--- src/rtl/flseq_pkg.sv ---
package flseq_pkg;

    typedef enum logic [2:0] {
        PH_IDLE,
        PH_PROG_ADDR,
        PH_PROG_DATA,
        PH_ERASE_ADDR,
        PH_ERASE_CONF,
        PH_READ_ADDR,
        PH_ID_ADDR
    } phase_e;

    typedef enum logic [2:0] {
        BK_NONE,
        BK_READ,
        BK_PROG,
        BK_ERASE,
        BK_RESET
    } busy_e;

    typedef enum logic [1:0] {
        OM_READ,
        OM_STATUS,
        OM_ID
    } outm_e;

    typedef enum logic [1:0] {
        RG_LOW,
        RG_HIGH,
        RG_SPARE
    } region_e;

    localparam logic [7:0] OPC_RD_LOW    = 8'h00;
    localparam logic [7:0] OPC_RD_HIGH   = 8'h01;
    localparam logic [7:0] OPC_RD_SPARE  = 8'h50;
    localparam logic [7:0] OPC_PGM_SETUP = 8'h80;
    localparam logic [7:0] OPC_PGM_GO    = 8'h10;
    localparam logic [7:0] OPC_ERS_SETUP = 8'h60;
    localparam logic [7:0] OPC_ERS_GO    = 8'hD0;
    localparam logic [7:0] OPC_STATUS    = 8'h70;
    localparam logic [7:0] OPC_IDENT     = 8'h90;
    localparam logic [7:0] OPC_RESET     = 8'hFF;

    localparam logic [7:0] IDENT_MAKER   = 8'h98;
    localparam logic [7:0] IDENT_DEVICE  = 8'h73;

    function automatic logic [7:0] pack_status(logic wp_n, logic ready, logic fail);
        return {wp_n, ready, 5'b00000, fail & ready};
    endfunction

    function automatic logic allowed_when_busy(logic [7:0] opc);
        return (opc == OPC_STATUS) || (opc == OPC_RESET);
    endfunction

endpackage

--- src/rtl/flseq_timer.sv ---
module flseq_timer #(
    parameter int CNT_W = 20
) (
    input  logic             clk,
    input  logic             rst,
    input  logic             load,
    input  logic [CNT_W-1:0] load_val,
    output logic             zero
);
    logic [CNT_W-1:0] cnt_q;

    always_ff @(posedge clk) begin
        if (rst)
            cnt_q <= '0;
        else if (load)
            cnt_q <= load_val;
        else if (cnt_q != '0)
            cnt_q <= cnt_q - 1'b1;
    end

    assign zero = (cnt_q == '0);
endmodule

--- src/rtl/flseq_colptr.sv ---
module flseq_colptr #(
    parameter int COL_W = 10,
    parameter int LAST  = 527
) (
    input  logic             clk,
    input  logic             rst,
    input  logic             load,
    input  logic [COL_W-1:0] load_val,
    input  logic             adv,
    output logic [COL_W-1:0] col
);
    localparam logic [COL_W-1:0] LAST_C = COL_W'(LAST);

    always_ff @(posedge clk) begin
        if (rst)
            col <= '0;
        else if (load)
            col <= (load_val > LAST_C) ? LAST_C : load_val;
        else if (adv && col != LAST_C)
            col <= col + 1'b1;
    end
endmodule

--- src/rtl/flseq_status.sv ---
module flseq_status
    import flseq_pkg::*;
(
    input  logic       clk,
    input  logic       rst,
    input  logic       clr,
    input  logic       upd,
    input  logic       upd_val,
    input  logic       wp_n,
    input  logic       ready,
    output logic [7:0] stat_byte
);
    logic fail_q;

    always_ff @(posedge clk) begin
        if (rst || clr)
            fail_q <= 1'b0;
        else if (upd)
            fail_q <= upd_val;
    end

    assign stat_byte = pack_status(wp_n, ready, fail_q);
endmodule

--- src/rtl/flseq_top.sv ---
module flseq_top
    import flseq_pkg::*;
#(
    parameter int PAGE_BYTES     = 528,
    parameter int MAIN_BYTES     = 512,
    parameter int PAGE_ADDR_CYC  = 3,
    parameter int BLOCK_ADDR_CYC = 2,
    parameter int CNT_W          = 20,
    parameter int T_READ         = 6250,
    parameter int T_PROG         = 50000,
    parameter int T_ERASE        = 500000,
    parameter int T_RST_READ     = 1500,
    parameter int T_RST_PROG     = 2500,
    parameter int T_RST_ERASE    = 125000
) (
    input  logic       clk,
    input  logic       rst,
    input  logic       cmd_we,
    input  logic       addr_we,
    input  logic [7:0] bus_in,
    input  logic       rd_en,
    input  logic       wp_n,
    input  logic       fail_inject,
    output logic [7:0] rd_data,
    output logic       rb_n
);
    localparam int COL_W       = $clog2(PAGE_BYTES);
    localparam int HALF_BYTES  = MAIN_BYTES / 2;
    localparam int SPARE_BYTES = PAGE_BYTES - MAIN_BYTES;
    localparam int SPARE_W     = $clog2(SPARE_BYTES);
    localparam int LAST_COL    = PAGE_BYTES - 1;
    localparam int AC_W        = $clog2(PAGE_ADDR_CYC + 1);
    localparam logic [AC_W-1:0] PAGE_LAST  = AC_W'(PAGE_ADDR_CYC - 1);
    localparam logic [AC_W-1:0] BLOCK_LAST = AC_W'(BLOCK_ADDR_CYC - 1);

    phase_e          phase_q;
    busy_e           busy_q;
    outm_e           outm_q;
    region_e         region_q;
    logic [AC_W-1:0] acnt_q;
    logic [7:0]      first_q;
    logic [1:0]      id_idx_q;

    logic             busy, cmd_act, cmd_eff, addr_act, in_pgm;
    logic             go_pgm, go_ers, go_read, go_reset;
    logic             tmr_zero, finish, wp_abort;
    busy_e            start_kind;
    logic [CNT_W-1:0] start_len;
    logic [7:0]       first_byte;
    logic [COL_W-1:0] col_q, col_start;
    logic             col_adv, id_adv;
    logic             st_upd, st_val;
    logic [7:0]       stat_byte, arr_byte, id_byte;

    assign busy     = (busy_q != BK_NONE);
    assign rb_n     = ~busy;
    assign in_pgm   = (phase_q == PH_PROG_ADDR) || (phase_q == PH_PROG_DATA);
    assign cmd_act  = cmd_we && (!busy || allowed_when_busy(bus_in));
    assign cmd_eff  = cmd_act && !(bus_in == OPC_RESET && busy_q == BK_RESET);
    assign addr_act = addr_we && !busy;

    assign go_reset = cmd_eff && bus_in == OPC_RESET;
    assign go_pgm   = cmd_eff && bus_in == OPC_PGM_GO && phase_q == PH_PROG_DATA && wp_n;
    assign go_ers   = cmd_eff && bus_in == OPC_ERS_GO && phase_q == PH_ERASE_CONF && wp_n;
    assign go_read  = addr_act && phase_q == PH_READ_ADDR && acnt_q == PAGE_LAST;

    assign finish   = busy && tmr_zero && !go_reset;
    assign wp_abort = !wp_n && (busy_q == BK_PROG || busy_q == BK_ERASE) && !go_reset;

    always_comb begin
        start_kind = BK_NONE;
        start_len  = '0;
        if (go_reset) begin
            start_kind = BK_RESET;
            case (busy_q)
                BK_PROG:  start_len = CNT_W'(T_RST_PROG - 1);
                BK_ERASE: start_len = CNT_W'(T_RST_ERASE - 1);
                default:  start_len = CNT_W'(T_RST_READ - 1);
            endcase
        end else if (go_pgm) begin
            start_kind = BK_PROG;
            start_len  = CNT_W'(T_PROG - 1);
        end else if (go_ers) begin
            start_kind = BK_ERASE;
            start_len  = CNT_W'(T_ERASE - 1);
        end else if (go_read) begin
            start_kind = BK_READ;
            start_len  = CNT_W'(T_READ - 1);
        end
    end

    // start column: first address byte offset into the selected region
    assign first_byte = (acnt_q == '0) ? bus_in : first_q;
    always_comb begin
        case (region_q)
            RG_HIGH:  col_start = COL_W'(HALF_BYTES) + COL_W'(first_byte);
            RG_SPARE: col_start = COL_W'(MAIN_BYTES) + COL_W'(first_byte[SPARE_W-1:0]);
            default:  col_start = COL_W'(first_byte);
        endcase
    end

    assign col_adv = rd_en && !busy && outm_q == OM_READ;
    assign id_adv  = rd_en && !busy && outm_q == OM_ID && id_idx_q != 2'd2;

    assign st_upd = wp_abort || (finish && (busy_q == BK_PROG || busy_q == BK_ERASE));
    assign st_val = wp_abort ? 1'b1 : fail_inject;

    always_ff @(posedge clk) begin
        if (rst) begin
            phase_q  <= PH_IDLE;
            busy_q   <= BK_NONE;
            outm_q   <= OM_READ;
            region_q <= RG_LOW;
            acnt_q   <= '0;
            first_q  <= '0;
            id_idx_q <= '0;
        end else begin
            if (start_kind != BK_NONE)
                busy_q <= start_kind;
            else if (wp_abort || finish)
                busy_q <= BK_NONE;

            if (cmd_eff) begin
                if (in_pgm && bus_in != OPC_PGM_GO && bus_in != OPC_RESET) begin
                    phase_q <= PH_IDLE;
                end else begin
                    case (bus_in)
                        OPC_RD_LOW: begin
                            phase_q  <= PH_READ_ADDR;
                            acnt_q   <= '0;
                            region_q <= RG_LOW;
                            outm_q   <= OM_READ;
                        end
                        OPC_RD_HIGH: begin
                            phase_q  <= PH_READ_ADDR;
                            acnt_q   <= '0;
                            region_q <= RG_HIGH;
                        end
                        OPC_RD_SPARE: begin
                            phase_q  <= PH_READ_ADDR;
                            acnt_q   <= '0;
                            region_q <= RG_SPARE;
                        end
                        OPC_PGM_SETUP: begin
                            phase_q <= PH_PROG_ADDR;
                            acnt_q  <= '0;
                        end
                        OPC_ERS_SETUP: begin
                            phase_q <= PH_ERASE_ADDR;
                            acnt_q  <= '0;
                        end
                        OPC_IDENT:  phase_q <= PH_ID_ADDR;
                        OPC_STATUS: outm_q  <= OM_STATUS;
                        default:    phase_q <= PH_IDLE;
                    endcase
                end
            end else if (addr_act) begin
                case (phase_q)
                    PH_PROG_ADDR: begin
                        if (acnt_q == PAGE_LAST) phase_q <= PH_PROG_DATA;
                        else acnt_q <= acnt_q + 1'b1;
                    end
                    PH_ERASE_ADDR: begin
                        if (acnt_q == BLOCK_LAST) phase_q <= PH_ERASE_CONF;
                        else acnt_q <= acnt_q + 1'b1;
                    end
                    PH_READ_ADDR: begin
                        if (acnt_q == '0) first_q <= bus_in;
                        if (acnt_q == PAGE_LAST) begin
                            phase_q <= PH_IDLE;
                            outm_q  <= OM_READ;
                        end else begin
                            acnt_q <= acnt_q + 1'b1;
                        end
                    end
                    PH_ID_ADDR: begin
                        if (bus_in == 8'h00) begin
                            outm_q   <= OM_ID;
                            id_idx_q <= '0;
                        end
                        phase_q <= PH_IDLE;
                    end
                    default: ;
                endcase
            end

            if (id_adv)
                id_idx_q <= id_idx_q + 1'b1;
        end
    end

    flseq_timer #(.CNT_W(CNT_W)) u_timer (
        .clk      (clk),
        .rst      (rst),
        .load     (start_kind != BK_NONE),
        .load_val (start_len),
        .zero     (tmr_zero)
    );

    flseq_colptr #(.COL_W(COL_W), .LAST(LAST_COL)) u_col (
        .clk      (clk),
        .rst      (rst),
        .load     (go_read),
        .load_val (col_start),
        .adv      (col_adv),
        .col      (col_q)
    );

    flseq_status u_stat (
        .clk       (clk),
        .rst       (rst),
        .clr       (go_reset),
        .upd       (st_upd),
        .upd_val   (st_val),
        .wp_n      (wp_n),
        .ready     (~busy),
        .stat_byte (stat_byte)
    );

    assign arr_byte = col_q[7:0] ^ 8'(col_q >> 8);
    assign id_byte  = (id_idx_q == 2'd0) ? IDENT_MAKER :
                      (id_idx_q == 2'd1) ? IDENT_DEVICE : 8'h00;

    always_comb begin
        case (outm_q)
            OM_STATUS: rd_data = stat_byte;
            OM_ID:     rd_data = id_byte;
            default:   rd_data = arr_byte;
        endcase
    end
endmodule

--- config.mk ---
export PLATFORM = sky130hd
export DESIGN_NAME = flseq_top
export DESIGN_NICKNAME = d
export VERILOG_FILES = /design/src/rtl/flseq_pkg.sv /design/src/rtl/flseq_timer.sv /design/src/rtl/flseq_colptr.sv /design/src/rtl/flseq_status.sv /design/src/rtl/flseq_top.sv
export SDC_FILE = /design/constraint.sdc
export NUM_CORES = 1
export LEC_CHECK = 0
export BUFFER_PORTS_ARGS = -buffer_cell sky130_fd_sc_hd__buf_4
export CAP_MARGIN = 30
export CORE_MARGIN = 2
export CORE_UTILIZATION = 45
export DETAILED_ROUTE_END_ITERATION = 8
export GPL_TIMING_DRIVEN = 0
export PLACE_DENSITY_LB_ADDON = 0.12
export SETUP_SLACK_MARGIN = 0.15
export SLEW_MARGIN = 10
export SYNTH_ARGS = -nofsm -noshare
export SYNTH_HDL_FRONTEND = slang
export SYNTH_SLANG_ARGS = --single-unit
export TNS_END_PERCENT = 5
--- constraint.sdc ---
create_clock -name clk -period 4.6 [get_ports clk]
set_input_delay 0.92 -clock clk [delete_from_list [all_inputs] [get_ports clk]]
set_output_delay 0.92 -clock clk [all_outputs]
set_load 0.01 [all_outputs]
==> impl_metrics.ini <==
[route]
drt_pass1_iterations = 5
vias = 3550
route.detailed.drc = 0
via_per_inst = 5.83
drt_iter0_markers = 268
wl_um = 10100
ant_nets = 0
routedWlPerCell_um = 16.5

[worst_setup_path]
rrSetupSlack_ns = 1.78
r2r-end = u_timer.cnt_q[16]
worst_setup_path_end_kind = flop
timing.critical_path.to = u_timer.cnt_q[16]
r2r-start = u_timer.cnt_q[5]
cp_max_fo = 10
setup.worst_path.start_class = primary input
cp.required_ns = 4.76
worstSetupPathType = in2reg
crit_arrival_ns = 3.12
reg2reg_depth = 6
cp-startpoint = bus_in[5]

[timing]
fin_skew_ns = 0.0144
fin_crit_ns = 2.96
setup_viol = 0
fmax_mhz = 338
fin_crit_sh_pct = 64.4
final_max_slew_viol_count = 0
worst_slack_ns = 1.64
tightest_slew_ns = 0.827
rsz0062_at_grt = no
holdWs_ns = 0.497
slew_headroom_pct = 44.5
hold_viol = 0
finalSetupTns_ns = 0

[floorplan]
die_h_um = 94.1
start_util_pct = 46.7
fp-row-count = 32
die_w_um = 94.1
coreArea_mm2 = 0.00781
dieArea_mm2 = 0.00885
ios = 24

[logic_synthesis]
synth_edf_count = 0
synthesis.nets = 506
yosysSeqAreaShare_pct = 29.1
synth.area.top_cells = dfxtp_1 29%, nand2_1 5.3%, nor2_1 5.2%
synth_cell_types = 63
synth_top_area_cell = dfxtp_1
synth.top_cell.area_share_pct = 29.1
ys_ff_latch = 53
synthCells = 477
synth_compound_area_share_pct = 19.4
avgSynthCellArea_um2 = 7.65
synthMuxAreaShare_pct = 5.18
async_flop_share_pct = 0
synthSimpleGateAreaFrac_pct = 30.5
synth_xor_area_share_pct = 6.48
synth_flop_cell = dfxtp_1
yosysWarnings = 0
synth_fa_ha_area_share_pct = 4.80
synth_area_mm2 = 0.00365
synth_top_family_by_area = simple AND/OR/NAND/NOR gates

[status]
outcome = finished clean

[placement]
place_congestion = 0.935
io_buffer_count = 22
pre_cts_slack_ns = 1.39
dp_hpwl_um = 7660

[grt]
grt_max_degree = 19
overflow = 0
grtUsageTotal_pct = 23.9
grt_pass1_wl_um = 16800
antenna_found_initial = 0
grt_pass1_vias = 3388

[cts]
clk_latency_ns = 0.32
cts_hold_buf = 0
cts-root-buf = clkbuf_8
cts_buffer_depth = 2
cts_tree = done
cts-htree-levels = 2
cts_made_buffers = 5
cts.clk_slew.worst_paths_ns = 0.10
cts_resized = 0
clkSinkCount = 53
post_cts_buffers = 0

[power_and_ir_drop]
powerDensity_mw_per_mm2 = 354
power_mw = 1.43
irDropWorstVdd_mv = 0.164
leakage_nw = 1.45

[layout]
area_growth_pct = 10.6
drive_above_1_share_pct = 11.2
nNetsFinal = 535
diodes = 0
fin_util_pct = 51.7

[hold_path]
min_path_type = reg2reg

[job]
drv_cap = 0
## routing by layer
metal / routed length (um) / global-route usage, % / vias up / share of wire [%]
met4: 59 / 4.35 / 0 / 0.59
met5: 0 / 0 / - / 0
li1: - / - / 1786 / -
met2: 4390 / 38.1 / 102 / 44
met1: 5010 / 33.8 / 1657 / 50
met3: 598 / 4.82 / 5 / 5.9
## kinds of logic (layout without fill, tap and decap cells)
group	Yosys count	after routing
simple gates	218	218
xor+xnor	27	27
buf+inv	44	74
flops	53	53
fa+ha+maj	14	14
mux	17	17
compound gates	104	104
## power by group
group | switching, mW | total (mW) | leakage (nW) | internal (mW)
clock | 0.165 | 0.276 | 0.0447 | 0.110
sequential | 0.0698 | 0.599 | 0.431 | 0.529
combinational | 0.314 | 0.556 | 0.976 | 0.242
## state kept, by name (all words and copies together) (netlist names)
register,flops
busy_q,3
u_stat.fail_q,1
u_timer.cnt_q,20
id_idx_q,2
outm_q,2
u_col.col,10
region_q,2
acnt_q,2
phase_q,3
first_q,8
## critical path, stage by stage
cell      delay, ns
buf_4          0.11
clkbuf_1       0.24
nand3_1        0.28
a21boi_4       0.10
o211a_1        0.25
and2_1         0.20
clkbuf_1       0.17
o31ai_2        0.73
a31oi_1        0.11
## cell usage after synthesis (all sizes together) (3+ instances only)
library cell and instances:
nor3b 5, a22oi 3, inv 21, nand2 52, o211ai 5, dfxtp 53, or3 9, o31ai 4
nor4 8, or2 4, buf 4, ha 14, nand4 14, nor2b 11, nand3 25, xnor2 11
mux2i 12, nor3 18, clkbuf 18, a211oi 8, xor2 16, o21ai 19, and3 3, a21oi 31
a31oi 10, nor2 51, or4 5, mux2 5, a2111oi 4, o2111ai 3
## final cells by class
type                       instances  area, um2
buffer                            22       86.3
clock buffer                       5       68.8
clock inverter                     3       25.0
fill                             783       3770
inverter                          22       82.6
multi-input combinational        380       2420
sequential                        53       1060
tap                              102        128
timing repair buffer              22        165
## cells in the final DEF, fill, tap and decap left out, types with 4 or more instances in the layout
cell type  netlist  routed
nand2_1         52      52
nor3b_1          5       5
nand3_1         25      25
nor4_1           7       7
a31oi_1         10      10
buf_4            0      22
mux2_2           5       5
xor2_1          16      16
dfxtp_1         53      53
a211oi_1         8       8
or3_1            9       9
o211ai_1         4       4
a2111oi_0        4       4
clkbuf_1        18      18
nor3_1          18      18
clkbuf_8         0       5
xnor2_1         11      11
nor2b_1         11      11
o21ai_0         19      19
nor2_1          51      51
a21oi_1         30      30
or2_2            4       4
ha_1            14      14
inv_1           21      21
nand4_1         14      14
mux2i_1         11      11
## metrics by stage
stage | instances | area, um2
after detailed placement | 601 | 3940
after CTS | 609 | 4040
after global placement | 601 | 3940
final | 609 | 4040
after floorplan | 477 | 3650
after global routing | 609 | 4040
## worst min-delay path by stage
stage | cells after the start | from | to
after floorplan | 2 | region_q[0] | region_q[0]
after global placement | 2 | region_q[0] | region_q[0]
after detailed placement | 2 | region_q[0] | region_q[0]
after CTS | 2 | region_q[0] | region_q[0]
after global routing | 2 | u_stat.fail_q | u_stat.fail_q
final | 2 | region_q[0] | region_q[0]
Power figures use the tool's default switching activity.
